### src/rtl/tbp_pkg.sv
package tbp_pkg;

  // watched status bits and the overtime flag
  localparam int BIT_ACTIVITY = 6;
  localparam int BIT_SECTOR   = 2;
  localparam int BIT_OVERTIME = 5;

  typedef enum logic [1:0] {
    ST_IDLE,
    ST_RDA,
    ST_RDB,
    ST_RSTWR
  } tbpState_t;

  // control -> datapath strobes
  typedef struct packed {
    logic loadCfg;
    logic capFirst;
    logic clrCount;
    logic incCount;
  } tbpStrobe_t;

endpackage

### src/rtl/tbp_datapath.sv
module tbp_datapath
  import tbp_pkg::*;
#(
  parameter int ADDR_W    = 16,
  parameter int DATA_W    = 8,
  parameter int MAX_PAIRS = 1024
) (
  input  logic              clk,
  input  logic              rstN,
  input  tbpStrobe_t        stb,
  input  logic [ADDR_W-1:0] startAddr,
  input  logic              startAlt,
  input  logic [DATA_W-1:0] rdData,
  output logic [ADDR_W-1:0] holdAddr,
  output logic              bitMatch,
  output logic              overFlag,
  output logic              limitHit
);

  localparam int CNT_W = $clog2(MAX_PAIRS + 1);

  logic [ADDR_W-1:0] addrQ;
  logic              altQ;
  logic              firstBit;
  logic [CNT_W-1:0]  pairCnt;
  logic              selBit;
  logic              unusedBits;

  always_ff @(posedge clk) begin
    if (!rstN) begin
      addrQ    <= '0;
      altQ     <= 1'b0;
      firstBit <= 1'b0;
      pairCnt  <= '0;
    end else begin
      if (stb.loadCfg) begin
        addrQ <= startAddr;
        altQ  <= startAlt;
      end
      if (stb.capFirst) firstBit <= selBit;
      if (stb.clrCount)      pairCnt <= '0;
      else if (stb.incCount) pairCnt <= pairCnt + 1'b1;
    end
  end

  assign selBit     = altQ ? rdData[BIT_SECTOR] : rdData[BIT_ACTIVITY];
  assign bitMatch   = (selBit == firstBit);
  assign overFlag   = rdData[BIT_OVERTIME];
  assign limitHit   = (pairCnt == CNT_W'(MAX_PAIRS - 1));
  assign holdAddr   = addrQ;
  assign unusedBits = ^rdData;

  AST_CNT_BOUND: assert property (@(posedge clk) disable iff (!rstN)
    pairCnt < CNT_W'(MAX_PAIRS));

  AST_ADDR_HELD: assert property (@(posedge clk) disable iff (!rstN)
    !stb.loadCfg |=> $stable(holdAddr));

endmodule

### src/rtl/tbp_ctrl.sv
module tbp_ctrl
  import tbp_pkg::*;
#(
  parameter int          DATA_W    = 8,
  parameter logic [7:0]  RESET_CMD = 8'hF0
) (
  input  logic              clk,
  input  logic              rstN,
  input  logic              start,
  input  logic              busWait,
  input  logic              bitMatch,
  input  logic              overFlag,
  input  logic              limitHit,
  output tbpStrobe_t        stb,
  output logic              busRd,
  output logic              busWr,
  output logic [DATA_W-1:0] busWdata,
  output logic              busy,
  output logic              done,
  output logic              fail,
  output logic              timedOut
);

  tbpState_t state, nextState;
  logic recheckQ, setRecheck;
  logic setDone, setFail, setTo;

  always_comb begin
    nextState  = state;
    stb        = '0;
    busRd      = 1'b0;
    busWr      = 1'b0;
    setRecheck = 1'b0;
    setDone    = 1'b0;
    setFail    = 1'b0;
    setTo      = 1'b0;
    case (state)
      ST_IDLE: begin
        if (start) begin
          stb.loadCfg  = 1'b1;
          stb.clrCount = 1'b1;
          nextState    = ST_RDA;
        end
      end
      ST_RDA: begin
        busRd = 1'b1;
        if (!busWait) begin
          stb.capFirst = 1'b1;
          nextState    = ST_RDB;
        end
      end
      ST_RDB: begin
        busRd = 1'b1;
        if (!busWait) begin
          if (bitMatch) begin
            setDone   = 1'b1;
            nextState = ST_IDLE;
          end else if (recheckQ) begin
            nextState = ST_RSTWR;
          end else if (overFlag) begin
            setRecheck = 1'b1;
            nextState  = ST_RDA;
          end else if (limitHit) begin
            setTo     = 1'b1;
            nextState = ST_IDLE;
          end else begin
            stb.incCount = 1'b1;
            nextState    = ST_RDA;
          end
        end
      end
      ST_RSTWR: begin
        busWr = 1'b1;
        if (!busWait) begin
          setFail   = 1'b1;
          nextState = ST_IDLE;
        end
      end
      default: nextState = ST_IDLE;
    endcase
  end

  always_ff @(posedge clk) begin
    if (!rstN) begin
      state    <= ST_IDLE;
      recheckQ <= 1'b0;
      done     <= 1'b0;
      fail     <= 1'b0;
      timedOut <= 1'b0;
    end else begin
      state    <= nextState;
      done     <= setDone;
      fail     <= setFail;
      timedOut <= setTo;
      if (stb.loadCfg)  recheckQ <= 1'b0;
      else if (setRecheck) recheckQ <= 1'b1;
    end
  end

  assign busy     = (state != ST_IDLE);
  assign busWdata = busWr ? DATA_W'(RESET_CMD) : '0;

  AST_STROBE_EXCL: assert property (@(posedge clk) disable iff (!rstN)
    !(busRd && busWr));

  AST_RD_HOLD: assert property (@(posedge clk) disable iff (!rstN)
    busRd && busWait |=> busRd);

  AST_WR_HOLD: assert property (@(posedge clk) disable iff (!rstN)
    busWr && busWait |=> busWr);

  AST_ONE_RESULT: assert property (@(posedge clk) disable iff (!rstN)
    $onehot0({done, fail, timedOut}));

  AST_IDLE_AT_RESULT: assert property (@(posedge clk) disable iff (!rstN)
    (done || fail || timedOut) |-> !busy);

  AST_FAIL_AFTER_WR: assert property (@(posedge clk) disable iff (!rstN)
    fail |-> $past(busWr && !busWait));

endmodule

### src/rtl/tbp_poller.sv
module tbp_poller
  import tbp_pkg::*;
#(
  parameter int ADDR_W    = 16,
  parameter int DATA_W    = 8,
  parameter int MAX_PAIRS = 1024
) (
  input  logic              clk,
  input  logic              rstN,
  input  logic              start,
  input  logic [ADDR_W-1:0] statusAddr,
  input  logic              useSectorBit,
  output logic              busy,
  output logic              done,
  output logic              fail,
  output logic              timedOut,
  output logic [ADDR_W-1:0] busAddr,
  output logic [DATA_W-1:0] busWdata,
  input  logic [DATA_W-1:0] busRdata,
  output logic              busRd,
  output logic              busWr,
  input  logic              busWait
);

  tbpStrobe_t stb;
  logic bitMatch, overFlag, limitHit;

  tbp_ctrl #(.DATA_W(DATA_W), .RESET_CMD(8'hF0)) u_ctrl (
    .clk(clk), .rstN(rstN), .start(start), .busWait(busWait),
    .bitMatch(bitMatch), .overFlag(overFlag), .limitHit(limitHit),
    .stb(stb), .busRd(busRd), .busWr(busWr), .busWdata(busWdata),
    .busy(busy), .done(done), .fail(fail), .timedOut(timedOut)
  );

  tbp_datapath #(.ADDR_W(ADDR_W), .DATA_W(DATA_W), .MAX_PAIRS(MAX_PAIRS)) u_dp (
    .clk(clk), .rstN(rstN), .stb(stb), .startAddr(statusAddr),
    .startAlt(useSectorBit), .rdData(busRdata), .holdAddr(busAddr),
    .bitMatch(bitMatch), .overFlag(overFlag), .limitHit(limitHit)
  );

endmodule

### config.mk
export PLATFORM = sky130hd
export DESIGN_NAME = tbp_poller
export DESIGN_NICKNAME = d
export VERILOG_FILES = /design/src/rtl/tbp_pkg.sv /design/src/rtl/tbp_datapath.sv /design/src/rtl/tbp_ctrl.sv /design/src/rtl/tbp_poller.sv
export SDC_FILE = /design/constraint.sdc
export NUM_CORES = 1
export LEC_CHECK = 0
export BUFFER_PORTS_ARGS = -buffer_cell sky130_fd_sc_hd__buf_4
export CORE_UTILIZATION = 45
export DETAILED_ROUTE_END_ITERATION = 7
export PLACE_DENSITY = 0.81
export SYNTH_ARGS = -nofsm -noshare
export SYNTH_HDL_FRONTEND = slang
export SYNTH_SLANG_ARGS = --single-unit
### constraint.sdc
create_clock -name clk -period 2.8 [get_ports clk]
set_input_delay 0.42 -clock clk [delete_from_list [all_inputs] [get_ports clk]]
set_output_delay 0.42 -clock clk [all_outputs]
set_load 0.01 [all_outputs]
==> PnR_summary.wiki, run 1 <==
{| class="wikitable"
! Metric !! Value
|-
| Number of unique standard cell types used by synthesis || 39
|-
| Portion of netlist area occupied by mux cells || a little over 2%
|-
| Count of cells along the worst hold path || 3
|-
| Core Footprint || roughly 3400 µm²
|-
| Post-route DRC || 0
|-
| Result of the run || finished clean
|-
| Biggest area contributors in the synthesized netlist || dfxtp_1 (44%), nand2_1 (10%), a21oi_1 (7.9%), ha_1 (4.8%), buf_4 (3.8%)
|-
| Via count of the first global-routing pass || 1,193
|-
| Part of the Yosys area used for sequential elements || 44.3%
|-
| Die width || approximately 61 µm
|-
| Relative contribution of sequential cells to total power || 43.5%
|-
| Psw || approximately 0.00042 W
|-
| Fmax || about 470 MHz
|-
| Drt first-iter violations || 80
|-
| Clock buffer depth || 2
|-
| Share of Yosys cell area claimed by the top area cell type || 44.3%
|-
| Number of CTS-inserted buffers || 5
|-
| Fraction of the mapped netlist area in adder cells || around 4.8%
|-
| Cell taking the most area after synthesis || dfxtp_1
|-
| Transition time at the pin with the least slew margin || about 670 ps
|-
| Combined global-route utilization of all metal layers || 17.7%
|-
| Type of element launching the critical path || flip-flop
|-
| Unrepaired setup endpoints after global routing || false
|-
| Post-synthesis instance area || roughly 1600 µm²
|-
| Critical Setup Path Class || flip-flop to flip-flop
|-
| Initial core utilization || 47.0%
|-
| Path type of the worst min-delay path || primary input to flip-flop
|-
| Global route overflow || 0
|-
| Antenna violation net count after detailed routing || 0
|-
| WL final || approximately 3300 µm
|-
| Count of inserted antenna diode cells || 0
|-
| Count of state elements after synthesis || 35
|-
| Port Buffer Count || slightly below 50
|-
| Final #Nets || 270
|-
| Die span in y || 61.3 µm
|-
| Fill cell instance count of the final layout || 315
|-
| Sequential cell area || around 700 µm²
|-
| PostCTS Resize Cnt || 0
|-
| Cell Count, Final, Fillers Out || between 200 and 300
|-
| Final setup violation count || 0
|-
| Quantity of hold-fixing buffers added after cts || 0
|-
| Pwr dens || ~660 nW/µm²
|-
| Clock tree from TritonCTS || done
|-
| Cell total after placement || 274
|-
| HPWL Detailed || 2340 µm
|-
| Max-capacitance violation count || 0
|-
| Final worst clock skew || between 10 and 15 ps
|-
| Pins Over Slew Limit || 0
|-
| Number of enable-type register cells in the synthesized netlist || 0
|-
| Time the final worst path needs with I/O delays and setup || about 2100 ps
|-
| Total area of multi-input combinational cells || 786 µm²
|-
| Compound-Gate Fraction of Synth Area || between 10 and 15%
|-
| Arr. time, crit path || approximately 2400 ps
|-
| Post-CTS Repair Setup Buffers || 0
|-
| Proportion of register bits with asynchronous set or reset after synthesis || 0%
|-
| Library cell used as clock root buffer || clkbuf_4
|-
| Clk pwr share || 27.3%
|-
| Switching fraction of total power || approximately a third
|-
| Kind of capture point of the worst setup path || flip-flop
|-
| Area fraction in and, or, nand and nor cells after synthesis || 25.7%
|-
| Global-route wire length before repair || between 4000 and 5000 µm
|-
| Wire per inst || approximately 12 µm
|-
| Normalized max-slew margin || ~55%
|-
| Required time of the worst setup path || roughly 3100 ps
|-
| Pint || 0.000909 W
|-
| Static Leak || around 0.87 nW
|-
| First-pass iteration count of the detailed router || 4
|-
| Cells after synthesis || between 150 and 200
|-
| Combinational share of power || a little under 30%
|-
| Rows || 21
|-
| Clock-pin slew reported for the worst setup and hold paths after clock tree synthesis || 110 ps
|-
| I/O pin cnt || 59
|-
| Synth warnings || 0
|-
| Die Area || approximately 3800 µm²
|-
| Total number of vias || ~1,400
|-
| Number of hold violations in the final report || 0
|-
| Dominant combinational cell family by area after synthesis || simple AND/OR/NAND/NOR gates
|-
| Worst-case vdd ir drop || 0.300 mV
|-
| Area grow syn2layout || 28.0%
|-
| Source-to-sink clock delay at the later pin of the worst-skew pair || 340 ps
|-
| Register-to-Register Path Depth || 5
|-
| Predominant post-synthesis flop cell || dfxtp_1
|-
| Vias per cell || 5.02
|-
| Htree depth || 2
|-
| Antenna violations before repair || 0
|-
| Syn Area/Cell || 8.36 µm²
|-
| Summed negative setup slack over all endpoints || 0 ps
|-
| Fraction of layout cells with a size suffix above 1 || 26.7%
|-
| Period Utilization, post-route || about three quarters
|-
| RePlAce Congestion || approximately 0.76
|-
| Maximum fanout encountered on the critical timing path || 10
|-
| Pin count of the biggest net entering global routing || 23
|-
| Synthesized-area fraction occupied by xor and xnor cells || under 10%
|-
| CTS sink cnt || 35
|}
==> state kept, by name (all words and copies together) (netlist names) <==
signal / count
u_dp.altQ: 1
u_ctrl.state: 2
u_ctrl.timedOut: 1
u_ctrl.fail: 1
u_ctrl.done: 1
u_dp.firstBit: 1
u_dp.holdAddr: 16
u_dp.pairCnt: 11
u_ctrl.recheckQ: 1
==> cells by family (layout without fill, tap and decap cells) <==
kind of cell,count (synthesis),after routing
xor gates and xnor gates,4,4
DFF,35,35
adders and majority gates,6,6
buffers and inverters,20,64
muxes,2,2
AOI/OAI and AO/OA,39,39
other,1,4
and+or+nand+nor,82,82
==> metal layers <==
| metal | vias to the layer above | share of wire, % | global-route usage [%] |
|---|---|---|---|
| met5 | - | 0 | 0 |
| met3 | 6 | 5.0 | 5.04 |
| met4 | 0 | 1.5 | 9.42 |
| li1 | 727 | - | - |
| met2 | 37 | 48 | 29.3 |
| met1 | 645 | 46 | 20.7 |
==> worst max-delay path, stage by stage (launching register included) <==
cell	delay (ps)
dfxtp_1	360
mux2i_1	500
mux2i_4	480
nand3_4	170
or4_1	500
nand2_1	70
==> layout make-up <==
type                       count  area share, %
timing repair buffer          50           18.6
multi-input combinational    137           38.8
clock inverter                 3           2.16
clock buffer                   5           1.86
sequential                    35           34.6
tap                           46           2.84
inverter                       6           1.11
==> power groups by stage <==
stage	clock network, W	logic, W	registers [W]
after floorplan	0	0.000228	0.000605
after global placement	0	0.000385	0.000590
after detailed placement	0	0.000390	0.000593
after CTS	0.000374	0.000391	0.000581
after global routing	0.000395	0.000436	0.000589
final	0.000364	0.000389	0.000581
==> path summary, 6_finish.rpt <==
kind	start	to	slack, ps
worst max-delay path	u_dp.altQ$_SDFFE_PN0P_	u_dp.pairCnt[3]$_SDFFE_PP0P_	660
worst min-delay path	statusAddr[7]	u_dp.holdAddr[7]$_SDFFE_PN0P_	310
worst max register to register	u_dp.altQ$_SDFFE_PN0P_	u_dp.pairCnt[3]$_SDFFE_PP0P_	660
worst min register to register	u_dp.holdAddr[4]$_SDFFE_PN0P_	u_dp.holdAddr[4]$_SDFFE_PN0P_	460
==> cell usage in the layout (no fill, tap or decap), drive strengths merged, types with 3 or more instances in the layout <==
master   n
or3      3
dfxtp   35
clkbuf   5
xor2     4
nand4b   3
conb     4
nor3     4
nand3    8
nand2   43
o21ai    5
buf     50
ha       6
a21oi   25
nor2    10
inv      6
==> per-stage QoR <==
step	worst slack [ps]	hold WS [ps]	total power, W	instance area [µm²]	utilization (%)
2_1_floorplan	859	450	0.000833	1590	-
3_3_place_gp	618	443	0.000975	1940	57.7
3_5_place_dp	578	450	0.000983	1940	57.7
4_1_cts	668	305	0.00135	2020	60.2
5_1_grt	537	293	0.00142	2020	60.2
6_report	664	311	0.00133	2020	60.2
==> cells in the mapped netlist, types with 4 or more instances <==
cell type / instances
clkbuf_1: 5
xor2_1: 4
nand2_1: 43
a21oi_1: 25
ha_1: 6
inv_1: 6
buf_4: 8
nor2_1: 10
nand3_1: 7
o21ai_0: 4
dfxtp_1: 35
Power figures use the tool's default switching activity.
==> run 2, diff against run 1 <==
--- a/config.mk
+++ b/config.mk
@@ -6,7 +6,7 @@
 export NUM_CORES = 1
 export LEC_CHECK = 0
 export BUFFER_PORTS_ARGS = -buffer_cell sky130_fd_sc_hd__buf_4
-export CORE_UTILIZATION = 45
+export CORE_UTILIZATION = 43
 export DETAILED_ROUTE_END_ITERATION = 7
 export PLACE_DENSITY = 0.81
 export SYNTH_ARGS = -nofsm -noshare
==> constraint.sdc (replaced) <==
create_clock -name clk -period 1.8 [get_ports clk]
set_input_delay 0.27 -clock clk [delete_from_list [all_inputs] [get_ports clk]]
set_output_delay 0.27 -clock clk [all_outputs]
set_load 0.01 [all_outputs]
==> run 2 against run 1 <==
Compared with the run above:
- core utilization is 3.6 points higher
- die area is 4.5% higher
- register-to-register slack worse by 540 ps
- largest power group unchanged
- highest routed layer unchanged
- design area is 7.6% higher
- worst hold slack worse by 150 ps
- sequential power is 55% higher
==> PnR_summary.wiki, run 2 (synthesis results as in run 1) <==
{| class="wikitable"
! Metric !! Value
|-
| Type of element launching the critical path || flip-flop
|-
| Initial core utilization || 46.3% (-0.72 points)
|-
| Count of inserted antenna diode cells || 0 (unchanged)
|-
| Wire per inst || 11.9 µm (+2.4%)
|-
| Time the final worst path needs with I/O delays and setup || 1680 ps (-458 ps)
|-
| Die span in y || 62.6 µm (+2.2%)
|-
| Most frequent standard cell in the layout excluding fill and tap cells || buf_4
|-
| Number of CTS-inserted buffers || 5 (unchanged)
|-
| Summed area of non-filler cells in the final layout || 2180 µm² (+7.6%)
|-
| Antenna violation net count after detailed routing || 0 (unchanged)
|-
| Number of hold violations in the final report || 0 (unchanged)
|-
| Clock buffer depth || 2 (unchanged)
|-
| Path type of the worst min-delay path || primary input to flip-flop
|-
| Rows || 21 (unchanged)
|-
| Fill cell instance count of the final layout || 307 (-2.5%)
|-
| RePlAce Congestion || 0.802 (+5.0%)
|-
| Arr. time, crit path || 1920 ps (-510 ps)
|-
| Unrepaired setup endpoints after global routing || false
|-
| Count of cells along the worst hold path || 3 (unchanged)
|-
| Total area of multi-input combinational cells || 812 µm² (+3.3%)
|-
| Required time of the worst setup path || 2040 ps (-1060 ps)
|-
| Via count of the first global-routing pass || 1,351 (+13%)
|-
| Total power after layout || 0.00227 W (+70%)
|-
| Cell total after placement || 287 (+4.7%)
|-
| Final worst clock skew || 11.7 ps (+0.875 ps)
|-
| Fraction of layout cells with a size suffix above 1 || 33.3% (+6.6 points)
|-
| Post-route DRC || 0 (unchanged)
|-
| Global-route wire length before repair || 6130 µm (+27%)
|-
| HPWL Detailed || 2590 µm (+10%)
|-
| WL final || 3500 µm (+7.1%)
|-
| Summed negative setup slack over all endpoints || 0 ps (unchanged)
|-
| Htree depth || 2 (unchanged)
|-
| CTS sink cnt || 35 (unchanged)
|-
| Total number of vias || 1,459 (+3.1%)
|-
| Worst-case vdd ir drop || 0.653 mV (+120%)
|-
| I/O pin cnt || 59 (unchanged)
|-
| Result of the run || finished clean
|-
| Max reg flops || 16 (unchanged)
|-
| Area grow syn2layout || 37.8%
|-
| Port Buffer Count || 49 (unchanged)
|-
| Start point of the worst hold path || statusAddr[10]
|-
| Critical Setup Path Class || flip-flop to flip-flop
|-
| Pin count of the biggest net entering global routing || 18 (-22%)
|-
| First-pass iteration count of the detailed router || 4 (unchanged)
|-
| Commonest cells after routing, fill and taps aside || buf_4 (62), nand2_1 (43), dfxtp_1 (32), a21oi_1 (24), nor2_1 (10)
|-
| Register-to-Register Path Depth || 7 (+2)
|-
| Final setup violation count || 0 (unchanged)
|-
| Sequential cell area || 707 µm² (+0.89%)
|-
| Critical-path cell with the highest stage delay || or4_4
|-
| Max-capacitance violation count || 0 (unchanged)
|-
| Core Footprint || 3420 µm² (+1.6%)
|-
| Maximum fanout encountered on the critical timing path || 7 (-3)
|-
| Combined global-route utilization of all metal layers || 20.0% (+2.3 points)
|-
| Period Utilization, post-route || 93.2% (+17 points)
|-
| Quantity of hold-fixing buffers added after cts || 0 (unchanged)
|-
| Cell Count, Final, Fillers Out || 295 (+4.6%)
|-
| Post-placement cell area || 2050 µm² (+5.7%)
|-
| Library cell used as clock root buffer || clkbuf_4
|-
| Antenna violations before repair || 0 (unchanged)
|-
| Source-to-sink clock delay at the later pin of the worst-skew pair || 340 ps (about the same)
|-
| Pins Over Slew Limit || 0 (unchanged)
|-
| Static Leak || 0.945 nW (+8.7%)
|-
| Vias per cell || 4.95 (-1.4%)
|-
| Pwr dens || 1040 nW/µm² (+58%)
|-
| Flop2flop setup slack || 120 ps (-540 ps)
|-
| Crit path largest cell delay || 490 ps (about the same)
|-
| Clock tree from TritonCTS || done
|-
| Cells traversed along the worst timing path || ha_1 > nand2_1 > or4_4 > nand3_4 > buf_4 > xor2_1 > nor2_1
|-
| Kind of capture point of the worst setup path || flip-flop
|-
| Clock-pin slew reported for the worst setup and hold paths after clock tree synthesis || 110 ps (about the same)
|-
| Worst hold path endpoint || u_dp.holdAddr[10]$_SDFFE_PN0P_
|-
| Drt first-iter violations || 44 (-45%)
|-
| Die Area || 3920 µm² (+4.5%)
|-
| Final #Nets || 283 (+4.8%)
|-
| Startpoint of the lowest-slack register-to-register path || u_dp.pairCnt[1]$_SDFFE_PP0P_
|-
| Reg2Reg Capture Point || u_dp.pairCnt[0]$_SDFFE_PP0P_
|-
| Global route overflow || 0 (unchanged)
|-
| Die width || 62.6 µm (+2.2%)
|-
| Fmax || 596 MHz (+27%)
|}
run 2: worst max path at each step:
stage	startpoint	cells past startpoint	slack, ps	endpoint
2_1_floorplan	u_dp.altQ$_SDFFE_PN0P_	5	2	u_dp.pairCnt[3]$_SDFFE_PP0P_
5_1_grt	u_ctrl.state[1]$_SDFFE_PN0P_	6	10	u_ctrl.state[0]$_SDFFE_PN0P_
4_1_cts	u_dp.altQ$_SDFFE_PN0P_	5	50	u_dp.pairCnt[3]$_SDFFE_PP0P_
3_3_place_gp	u_dp.altQ$_SDFFE_PN0P_	5	90	u_dp.pairCnt[3]$_SDFFE_PP0P_
3_5_place_dp	u_dp.altQ$_SDFFE_PN0P_	5	50	u_dp.pairCnt[3]$_SDFFE_PP0P_
6_report	u_dp.pairCnt[1]$_SDFFE_PP0P_	7	120	u_dp.pairCnt[0]$_SDFFE_PP0P_
run 2: layout make-up:
type	count	area share (%)
multi-input cells	137	37.3
flip-flops and latches	35	32.5
repair buffers	63	21.9
clock inverters	2	2.76
well taps	46	2.64
clock buffers	6	1.90
inverters	6	1.03
run 2: worst max-delay path: cells and delay by family, from the launching register on:
family / cells / cell delay, ps
xor gates and xnor gates: 1 / 140
adders and majority gates: 1 / 210
DFF: 1 / 380
and+or+nand+nor: 4 / 740
buffers and inverters: 1 / 120
run 2: where the power goes:
group | switching [W] | internal, W
clock network | 0.000264 | 0.000434
registers | 0.0000457 | 0.000856
logic | 0.000355 | 0.000318
run 2: routing by layer:
layer	global-route usage [%]	share of wire [%]
met1	24.5	44
met2	32.3	49
met3	7.12	5.2
met4	6.69	1.3
met5	0	0
run 2: what timing repair did:
action | CTS | global route
pin swaps | 0 | 3
resized for setup | 1 | 8
endpoints found under the setup margin | 1 | 7
setup buffers | 0 | 0
run 2: per-stage QoR:
step	hold slack [ps]	worst slack (ps)	util, %
3_3_place_gp	442	87.6	60.1
2_1_floorplan	406	2.13	-
6_report	158	122	63.7
5_1_grt	133	13.1	63.7
4_1_cts	153	46.0	63.1
3_5_place_dp	447	50.9	60.1
==> run 3, diff against run 2 <==
==> constraint.sdc (replaced) <==
create_clock -name clk -period 1.8 [get_ports clk]
set_input_delay 0.18 -clock clk [delete_from_list [all_inputs] [get_ports clk]]
set_output_delay 0.18 -clock clk [all_outputs]
set_load 0.01 [all_outputs]
==> run 3 against run 2 <==
Compared with the run above:
- setup slack got worse by 8.4 ps
- total power increased by 0.27%
- clock power increased by 2%
- sequential power about the same
==> PnR_summary.wiki, run 3 (synthesis results as in run 1) <==
{| class="wikitable"
! Metric !! Value
|-
| Vias per cell || 5.01 (+1.3%)
|-
| Post-CTS Repair Setup Buffers || 0 (unchanged)
|-
| Most frequent standard cell in the layout excluding fill and tap cells || buf_4
|-
| Combinational share of power || 29.4% (-0.2 points)
|-
| Switching fraction of total power || 29.7% (+0.50 points)
|-
| Total area of multi-input combinational cells || 798 µm² (-1.7%)
|-
| Fill cell instance count of the final layout || 299 (-2.6%)
|-
| Library cell used as clock root buffer || clkbuf_4
|-
| Final worst clock skew || 9.18 ps (-2.52 ps)
|-
| Cell total after placement || 286 (-0.35%)
|-
| Rows || 21 (unchanged)
|-
| Worst slack after detailed placement || 59.6 ps (+8.70 ps)
|-
| Number of CTS-inserted buffers || 5 (unchanged)
|-
| Initial core utilization || 46.3% (unchanged)
|-
| Core Footprint || 3420 µm² (unchanged)
|-
| Time the final worst path needs with I/O delays and setup || 1690 ps (+8.38 ps)
|-
| Register-to-Register Path Depth || 5 (-2)
|-
| Post-route worst hold slack || 67.1 ps (-90.7 ps)
|-
| Global-route wire length before repair || 6170 µm (+0.67%)
|-
| Reg2Reg Capture Point || u_dp.pairCnt[3]$_SDFFE_PP0P_
|-
| Arr. time, crit path || 1980 ps (+60 ps)
|-
| Maximum fanout encountered on the critical timing path || 7 (unchanged)
|-
| Static Leak || 0.936 nW (-0.97%)
|-
| Flop2flop setup slack || 110 ps (about the same)
|-
| Unrepaired setup endpoints after global routing || false
|-
| Kind of capture point of the worst setup path || flip-flop
|-
| Die span in y || 62.6 µm (unchanged)
|-
| Final #Nets || 282 (-0.35%)
|-
| HPWL Detailed || 2520 µm (-2.7%)
|-
| First-pass iteration count of the detailed router || 4 (unchanged)
|-
| Summed negative setup slack over all endpoints || 0 ps (unchanged)
|-
| Post-route DRC || 0 (unchanged)
|-
| Wire per inst || 11.9 µm (+0.45%)
|-
| Clock tree from TritonCTS || done
|-
| Final core utilization || 63.0% (-0.73 points)
|-
| Pins Over Slew Limit || 0 (unchanged)
|-
| Relative contribution of sequential cells to total power || 39.5% (-0.2 points)
|-
| Drt first-iter violations || 48 (+9.1%)
|-
| Required time of the worst setup path || 2090 ps (+50 ps)
|-
| Number of hold violations in the final report || 0 (unchanged)
|-
| Area grow syn2layout || 36.2%
|-
| Pint || 0.00160 W (-0.44%)
|-
| Fmax || 593 MHz (-0.50%)
|-
| Global route overflow || 0 (unchanged)
|-
| Period Utilization, post-route || 93.7% (+0.47 points)
|-
| Clk pwr share || 31.1% (+0.4 points)
|-
| Clock buffer depth || 2 (unchanged)
|-
| Cell Count, Final, Fillers Out || 294 (-0.34%)
|-
| Antenna violations before repair || 0 (unchanged)
|-
| Die Area || 3920 µm² (unchanged)
|-
| Source-to-sink clock delay at the later pin of the worst-skew pair || 340 ps (about the same)
|-
| Worst-case vdd ir drop || 0.741 mV (+14%)
|-
| Path type of the worst min-delay path || primary input to flip-flop
|-
| Type of element launching the critical path || flip-flop
|-
| Sequential cell area || 703 µm² (-0.53%)
|-
| WL final || 3510 µm (+0.11%)
|-
| Fraction of layout cells with a size suffix above 1 || 31.5% (-1.9 points)
|-
| Start point of the worst hold path || statusAddr[15]
|-
| Clock-pin slew reported for the worst setup and hold paths after clock tree synthesis || 120 ps (about the same)
|-
| Critical Setup Path Class || flip-flop to flip-flop
|-
| Combined global-route utilization of all metal layers || 20.1% (+0.12 points)
|-
| Max reg flops || 16 (unchanged)
|-
| Die width || 62.6 µm (unchanged)
|-
| Final setup violation count || 0 (unchanged)
|-
| Count of inserted antenna diode cells || 0 (unchanged)
|-
| RePlAce Congestion || 0.792 (-1.3%)
|-
| Commonest cells after routing, fill and taps aside || buf_4 (62), nand2_1 (43), dfxtp_1 (33), a21oi_1 (25), nor2_1 (10)
|-
| Startpoint of the lowest-slack register-to-register path || u_dp.altQ$_SDFFE_PN0P_
|-
| Result of the run || finished clean
|-
| CTS sink cnt || 35 (unchanged)
|-
| Worst path setup slack after routing || 114 ps (-8.38 ps)
|-
| I/O pin cnt || 59 (unchanged)
|-
| Pwr dens || 1060 nW/µm² (+1.4%)
|-
| Total number of vias || 1,473 (+0.96%)
|-
| Pin count of the biggest net entering global routing || 18 (unchanged)
|-
| Htree depth || 2 (unchanged)
|-
| Antenna violation net count after detailed routing || 0 (unchanged)
|-
| Port Buffer Count || 49 (unchanged)
|-
| Max-capacitance violation count || 0 (unchanged)
|-
| Worst hold path endpoint || u_dp.holdAddr[15]$_SDFFE_PN0P_
|-
| Count of cells along the worst hold path || 3 (unchanged)
|-
| Via count of the first global-routing pass || 1,414 (+4.7%)
|-
| Psw || 0.000678 W (+2.0%)
|}
-- run 3: changes by cell type in the layout (fill, tap and decap cells not counted), sizes merged --
cell,previous run,this run
clkbuf,6,5
clkinvlp,0,1
buf,63,62
-- run 3: power by group through the flow --
| stage | Sequential, W | Combinational, W | Clock (W) |
|---|---|---|---|
| 3_5_place_dp | 0.000918 | 0.000670 | 0 |
| 2_1_floorplan | 0.000942 | 0.000359 | 0 |
| 6_report | 0.000901 | 0.000670 | 0.000708 |
| 3_3_place_gp | 0.000914 | 0.000658 | 0 |
| 5_1_grt | 0.000909 | 0.000754 | 0.000759 |
| 4_1_cts | 0.000900 | 0.000676 | 0.000722 |
-- run 3: how the worst max path moves through the flow --
stage	start	slack (ps)	endpoint
3_5_place_dp	u_dp.altQ$_SDFFE_PN0P_	60	u_dp.pairCnt[3]$_SDFFE_PP0P_
2_1_floorplan	u_dp.altQ$_SDFFE_PN0P_	2	u_dp.pairCnt[3]$_SDFFE_PP0P_
6_report	u_dp.altQ$_SDFFE_PN0P_	110	u_dp.pairCnt[3]$_SDFFE_PP0P_
4_1_cts	u_dp.altQ$_SDFFE_PN0P_	50	u_dp.pairCnt[3]$_SDFFE_PP0P_
5_1_grt	u_dp.altQ$_SDFFE_PN0P_	3	u_dp.pairCnt[4]$_SDFFE_PP0P_
3_3_place_gp	u_dp.altQ$_SDFFE_PN0P_	80	u_dp.pairCnt[3]$_SDFFE_PP0P_
-- run 3: routing by layer --
layer,up-vias,wire [µm],track usage (%),part of all wire [%]
met5,-,0,0,0
met4,0,44,6.98,1.3
met2,30,1790,34.2,51
met1,685,1520,23.3,43
li1,754,-,-,-
met3,4,146,6.93,4.2
-- run 3: cell type report --
class                      count  share of cell area [%]
clock inverter                 3                    3.14
tap                           46                    2.67
multi-input combinational    137                    37.1
timing repair buffer          62                    21.6
clock buffer                   5                    1.74
inverter                       6                    1.05
sequential                    35                    32.7
-- run 3: what timing repair did --
item / CTS / global route
endpoints found under the setup margin: 0 / 7
hold buffers: 0 / 0
resized for setup: 0 / 2
-- run 3: per-stage QoR --
step / total power (W) / instance area, µm²
3_5_place_dp: 0.00159 / 2040
4_1_cts: 0.00230 / 2150
5_1_grt: 0.00242 / 2150
6_report: 0.00228 / 2150
2_1_floorplan: 0.00130 / 1600
3_3_place_gp: 0.00157 / 2040
-- run 3: worst max-delay path, cell delays in order, from the launching register on --
cell	delay, ps
dfxtp_2	370
mux2i_4	280
mux2i_4	320
nand3_4	130
or4_1	470
nand2_1	70
